[config.mk]
export PLATFORM = sky130hd
export DESIGN_NAME = mulseq_top
export DESIGN_NICKNAME = d
export VERILOG_FILES = /design/src/rtl/mulseq_pkg.sv /design/src/rtl/mulseq_ctrl.sv /design/src/rtl/mulseq_dp.sv /design/src/rtl/mulseq_flags.sv /design/src/rtl/mulseq_top.sv
export SDC_FILE = /design/constraint.sdc
export NUM_CORES = 1
export LEC_CHECK = 0
export BUFFER_PORTS_ARGS = -buffer_cell sky130_fd_sc_hd__buf_2
export CAP_MARGIN = 20
export CORE_ASPECT_RATIO = 0.9
export CORE_MARGIN = 8
export CORE_UTILIZATION = 50
export DETAILED_ROUTE_END_ITERATION = 16
export PLACE_DENSITY = 0.77
export SYNTH_ARGS = -nofsm -noshare
export SYNTH_HDL_FRONTEND = slang
export SYNTH_SLANG_ARGS = --single-unit
[constraint.sdc]
create_clock -name clk -period 8.4 [get_ports clk]
set_clock_uncertainty 0.2 [all_clocks]
set_input_delay 1.26 -clock clk [delete_from_list [all_inputs] [get_ports clk]]
set_output_delay 1.26 -clock clk [all_outputs]
set_load 0.02 [all_outputs]
[src/rtl/mulseq_pkg.sv]
package mulseq_pkg;

   typedef enum logic [2:0] {
      ST_IDLE = 3'd0,
      ST_STEP = 3'd1,
      ST_HI   = 3'd2,
      ST_LO   = 3'd3,
      ST_FIN  = 3'd4
   } mseq_state_e;

   typedef enum logic [1:0] {
      OP_NONE = 2'd0,
      OP_ADD  = 2'd1,
      OP_SUB  = 2'd2
   } recode_op_e;

   // bit pair {current low multiplier bit, bit shifted out last step}
   function automatic recode_op_e recode(input logic cur, input logic prev);
      case ({cur, prev})
         2'b10:   recode = OP_SUB;
         2'b01:   recode = OP_ADD;
         default: recode = OP_NONE;
      endcase
   endfunction

endpackage

[src/rtl/mulseq_ctrl.sv]
module mulseq_ctrl
   import mulseq_pkg::*;
#(
   parameter int W = 16
) (
   input  logic clk,
   input  logic rst_n,
   input  logic start,
   output logic load,
   output logic step_en,
   output logic store_hi,
   output logic store_lo,
   output logic done,
   output logic busy
);
   localparam int CW = $clog2(W + 1);

   mseq_state_e     state;
   logic [CW-1:0]   steps_left;

   always_ff @(posedge clk or negedge rst_n) begin
      if (!rst_n) begin
         state      <= ST_IDLE;
         steps_left <= '0;
      end else begin
         case (state)
            ST_IDLE: if (start) begin
               state      <= ST_STEP;
               steps_left <= CW'(W);
            end
            ST_STEP: begin
               steps_left <= steps_left - CW'(1);
               if (steps_left == CW'(1)) state <= ST_HI;
            end
            ST_HI:   state <= ST_LO;
            ST_LO:   state <= ST_FIN;
            default: state <= ST_IDLE;
         endcase
      end
   end

   always_comb begin
      load     = (state == ST_IDLE) && start;
      step_en  = (state == ST_STEP);
      store_hi = (state == ST_HI);
      store_lo = (state == ST_LO);
      done     = (state == ST_FIN);
      busy     = (state != ST_IDLE);
   end

endmodule

[src/rtl/mulseq_dp.sv]
module mulseq_dp
   import mulseq_pkg::*;
#(
   parameter int W            = 16,
   parameter bit SHARED_ADDER = 1'b1
) (
   input  logic         clk,
   input  logic         rst_n,
   input  logic         load,
   input  logic         step_en,
   input  logic [W-1:0] mcand_in,
   input  logic [W-1:0] mplier_in,
   output logic [W-1:0] upper_word,
   output logic [W-1:0] lower_word
);
   localparam int AW = W + 1;   // guard bit for the most negative operand

   logic [AW-1:0] acc;
   logic [W-1:0]  mq;
   logic          tail;
   logic [W-1:0]  mc_q;
   logic [AW-1:0] mc_ext;
   logic [AW-1:0] sum;
   recode_op_e    op;

   assign mc_ext = {mc_q[W-1], mc_q};
   assign op     = recode(mq[0], tail);

   generate
      if (SHARED_ADDER) begin : g_shared
         logic          inv;
         logic [AW-1:0] operand;
         always_comb begin
            inv     = (op == OP_SUB);
            operand = (op == OP_NONE) ? '0 : (inv ? ~mc_ext : mc_ext);
            sum     = acc + operand + AW'(inv);
         end
      end else begin : g_split
         logic [AW-1:0] plus, minus;
         always_comb begin
            plus  = acc + mc_ext;
            minus = acc - mc_ext;
            case (op)
               OP_ADD:  sum = plus;
               OP_SUB:  sum = minus;
               default: sum = acc;
            endcase
         end
      end
   endgenerate

   always_ff @(posedge clk or negedge rst_n) begin
      if (!rst_n) begin
         acc  <= '0;
         mq   <= '0;
         tail <= 1'b0;
         mc_q <= '0;
      end else if (load) begin
         acc  <= '0;
         mq   <= mplier_in;
         tail <= 1'b0;
         mc_q <= mcand_in;
      end else if (step_en) begin
         acc  <= {sum[AW-1], sum[AW-1:1]};
         mq   <= {sum[0], mq[W-1:1]};
         tail <= mq[0];
      end
   end

   assign upper_word = acc[W-1:0];
   assign lower_word = mq;

endmodule

[src/rtl/mulseq_flags.sv]
module mulseq_flags #(
   parameter int W = 16
) (
   input  logic         clk,
   input  logic         rst_n,
   input  logic         capture,
   input  logic [W-1:0] upper_word,
   input  logic [W-1:0] lower_word,
   output logic         flag_n,
   output logic         flag_z,
   output logic         flag_v,
   output logic         flag_c
);
   logic [W-1:0] same_as_sign;

   genvar i;
   generate
      for (i = 0; i < W; i++) begin : g_fit
         assign same_as_sign[i] = (upper_word[i] == lower_word[W-1]);
      end
   endgenerate

   always_ff @(posedge clk or negedge rst_n) begin
      if (!rst_n) begin
         flag_n <= 1'b0;
         flag_z <= 1'b0;
         flag_v <= 1'b0;
         flag_c <= 1'b0;
      end else if (capture) begin
         flag_n <= upper_word[W-1];
         flag_z <= ~|{upper_word, lower_word};
         flag_v <= 1'b0;
         flag_c <= ~&same_as_sign;
      end
   end

endmodule

[src/rtl/mulseq_top.sv]
module mulseq_top #(
   parameter int W            = 16,
   parameter bit SHARED_ADDER = 1'b1
) (
   input  logic         clk,
   input  logic         rst_n,
   input  logic         start,
   input  logic [W-1:0] mcand,
   input  logic [W-1:0] mplier,
   output logic         busy,
   output logic         done,
   output logic [W-1:0] prod_hi,
   output logic [W-1:0] prod_lo,
   output logic         flag_n,
   output logic         flag_z,
   output logic         flag_v,
   output logic         flag_c
);
   generate
      if (W < 2 || W > 32) begin : g_bad_width
         $error("mulseq_top: W must lie in 2..32");
      end
   endgenerate

   logic         load, step_en, store_hi, store_lo;
   logic [W-1:0] upper_word, lower_word;

   mulseq_ctrl #(.W(W)) u_ctrl (
      .clk      (clk),
      .rst_n    (rst_n),
      .start    (start),
      .load     (load),
      .step_en  (step_en),
      .store_hi (store_hi),
      .store_lo (store_lo),
      .done     (done),
      .busy     (busy)
   );

   mulseq_dp #(.W(W), .SHARED_ADDER(SHARED_ADDER)) u_dp (
      .clk        (clk),
      .rst_n      (rst_n),
      .load       (load),
      .step_en    (step_en),
      .mcand_in   (mcand),
      .mplier_in  (mplier),
      .upper_word (upper_word),
      .lower_word (lower_word)
   );

   mulseq_flags #(.W(W)) u_flags (
      .clk        (clk),
      .rst_n      (rst_n),
      .capture    (store_lo),
      .upper_word (upper_word),
      .lower_word (lower_word),
      .flag_n     (flag_n),
      .flag_z     (flag_z),
      .flag_v     (flag_v),
      .flag_c     (flag_c)
   );

   // upper word written first, lower word one cycle later
   always_ff @(posedge clk or negedge rst_n) begin
      if (!rst_n) begin
         prod_hi <= '0;
         prod_lo <= '0;
      end else begin
         if (store_hi) prod_hi <= upper_word;
         if (store_lo) prod_lo <= lower_word;
      end
   end

endmodule

==> impl_metrics.csv <==
group,metric,value,unit
synthesis,yosysUniqueCellTypes,45,
run,maxCapViolCount,0,
final_layout,drive_gt1_share,19.4,%
timing,rsz0062_at_grt,"false",
synthesis,synth_area_per_cell,9.00,um2
synthesis,synth_ff_type,"dfrtp_1",
place,placed_cell_area,5180,um2
synthesis,ys_seq_area_share,48.5,%
final_layout,instances_no_fill,714,
timing,fin_crit_sh,43.1,%
critical_path,end_kind,"flip-flop",
clock_tree,htree_levels,3,
power,power,2.56,mW
floorplanning,die_width,119,um
power,pwr-share-clk,10.9,%
global_route,grt_overflow,0,
clock_tree,clock_latency,0.36,ns
final_layout,final_common_cell,"nand2_1",
critical_path,critPathMaxFanout,17,
global_route,grt_pass1_wl,18.2,mm
timing,final_hold_viol_count,0,
run_status,status,"finished, final reports clean",
final_layout,fill_cells,851,
final_layout,final_cell_mix,"149 x nand2_1, 92 x dfrtp_1, 70 x buf_2",
timing,timing.slew.headroom,39.8,%
floorplanning,num_rows,33,
floorplanning,initial_core_util,51.8,%
drt,drt_pass1_iterations,4,
timing,max_freq,0.276,GHz
timing,final-max-slew-violation-count,0,
clock_tree,cts_setup_buffers,0,
floorplanning,design.core.area,9170,um2
clock_tree,cts_hold_buffers,0,
global_route,grt_max_degree,64,
drt,drt_iter0_markers,176,
clock_tree,clkSlewWorstSetupHoldPaths,0.09,ns
critical_path,required,8.48,ns
floorplanning,io_pins,73,
clock_tree,cts_tree,"yes",
final_layout,areaGrowthSynthToFinish,13.4,%
drt,vias_per_cell,5.33,
synthesis,syn_nets,583,
clock_tree,clock_sinks,92,
synthesis,ys_ff_latch,92,
power,p_leak,2.64,nW
power,p_int,1.34,mW
drt,ant_nets,0,
synthesis,synthesis.area,4750,um2
critical_path,cp.arrival,3.70,ns
synthesis,syn_inst,528,
final_layout,antenna_cells,0,
drt,wl,10.7,mm
power,power_frac_comb,56.3,%
critical_path,crit_type,"flip-flop to flip-flop",
drt,post_drt_wl_per_cell,14.9,um
clock_tree,clk_path_buf_depth,2,
global_route,antenna_found_initial,0,
final_layout,fin_nets,642,
timing,setup_tns,0,ns
place,hpwlAfterDp,7.84,mm
synthesis,yosysWarnings,0,
power,p_sw_share,47.4,%
place,port_buffers,71,
drt,drc_errors,0,
timing,period_needed,3.62,ns
power,p_sw,1.21,mW
synthesis,synthArstFlopShare,100,%
power,ir_drop,0.159,mV
clock_tree,cts_made_buffers,9,
timing,setup_viol,0,
power,power_density,475,nW/um2
place,finalWeightedCongestion,0.860,
drt,num_vias,3806,
synthesis,synth_edf_count,0,
timing,tightest_slew,0.901,ns
final_layout,final_area,5390,um2
floorplanning,dieArea,12900,um2
clock_tree,cts_root_buf,"clkbuf_8",
power,sequentialPowerShare,32.8,%
global_route,grt_usage,16.9,%
floorplanning,fp.dieH,108,um
place,place_inst,697,
global_route,grt_pass1_vias,3717,
hold_path,hp-class,"flip-flop to flip-flop",
clock_tree,post_cts_resized,0,
critical_path,start_kind,"flip-flop",
flip-flops by register name, summed over array words and instances (netlist names):
signal,count
u_flags.flag_n,1
prod_lo,16
prod_hi,16
u_ctrl.steps_left,5
u_flags.flag_c,1
u_ctrl.state,3
u_dp.mc_q,16
u_dp.lower_word,16
u_flags.flag_z,1
u_dp.tail,1
u_dp.acc,16
routing by layer:
layer  up-vias  GRT usage (%)  wire length [um]
met5         -              0                 0
met4         0           5.23               125
met3        12           3.33               575
met2        83           26.4              4840
met1      1819           23.4              5120
li1       1892              -                 -
worst paths after layout:
| check | from | to | slack, ns | cells after the start |
|---|---|---|---|---|
| min in group asynchronous | rst_n | prod_lo[3] | 0.60 | 1 |
| worst min-delay path | prod_lo[13] | prod_lo[13] | 0.28 | 2 |
| worst min register to register | prod_lo[13] | prod_lo[13] | 0.28 | 2 |
| worst max register to register | u_dp.lower_word[0] | u_dp.acc[11] | 4.78 | 12 |
| worst max-delay path | u_dp.lower_word[0] | u_dp.acc[11] | 4.78 | 12 |
| max in group asynchronous | rst_n | prod_hi[9] | 6.29 | 2 |
power groups by stage:
stage	combinational (mW)	sequential, mW	clock, mW
floorplan	1.05	0.872	0
global placement	1.40	0.835	0
detailed placement	1.43	0.848	0
CTS	1.44	0.838	0.281
global route	1.62	0.869	0.302
finish	1.44	0.839	0.277
critical path: stages, from the launching register on:
cell and delay [ns]:
dfrtp_1 0.44, ha_1 0.76, xnor2_1 0.15, nor2_1 0.14, fa_1 0.23, inv_1 0.08
fa_1 0.40, nor2b_1 0.16, o211ai_1 0.12, a31oi_1 0.38, o21ai_0 0.18, xor2_1 0.16
o21ai_0 0.14
synthesized netlist by cell type (2+ instances only):
library cell  instances  area share [%]
a21oi_1              18             1.9
a221o_1               2            0.42
a31oi_1              18             2.4
buf_2                 6            0.63
clkbuf_1             20             1.6
dfrtp_1              92              48
fa_1                  2            0.84
ha_1                 18             4.7
inv_1                11            0.87
mux2_2               17             4.0
nand2_1             150              12
nand2b_1              5            0.66
nand3_1              18             1.9
nand3b_1              2            0.32
nand4_1               6            0.79
nor2_1               43             3.4
nor2b_1               3            0.40
nor3_1                4            0.42
nor3b_1               2            0.32
nor4_1                7            0.92
o211ai_1              3            0.47
o21a_1                2            0.32
o21ai_0              25             2.6
or4_1                 2            0.32
xnor2_1              23             4.2
xor2_1               10             1.8
layout make-up:
type	instances	area [um2]	share of cell area (%)
Sequential cell	92	2300	42.7
Multi-Input combinational cell	396	2290	42.5
Timing Repair Buffer	76	415	7.71
Tap cell	122	153	2.83
Clock buffer	9	124	2.30
Clock inverter	7	57.6	1.07
Inverter	12	45.0	0.836
cell families (layout without fill, tap and decap cells):
logic type	after synthesis	after routing	share of synthesized area (%)
simple gates	244	244	21.6
flops	92	92	48.5
xor+xnor	33	33	6.08
buf+inv	40	104	3.40
fa+ha+maj	20	20	5.58
compound gates	81	81	10.8
other cells	1	1	0.0789
mux	17	17	4.03
per-stage QoR:
stage,hold slack (ns),setup WS [ns],utilization (%)
floorplan,0.265,5.26,-
global placement,0.247,4.91,56.5
detailed placement,0.258,4.83,56.5
CTS,0.281,4.79,58.5
global route,0.301,4.47,58.8
finish,0.279,4.78,58.8
Power figures use the tool's default switching activity.
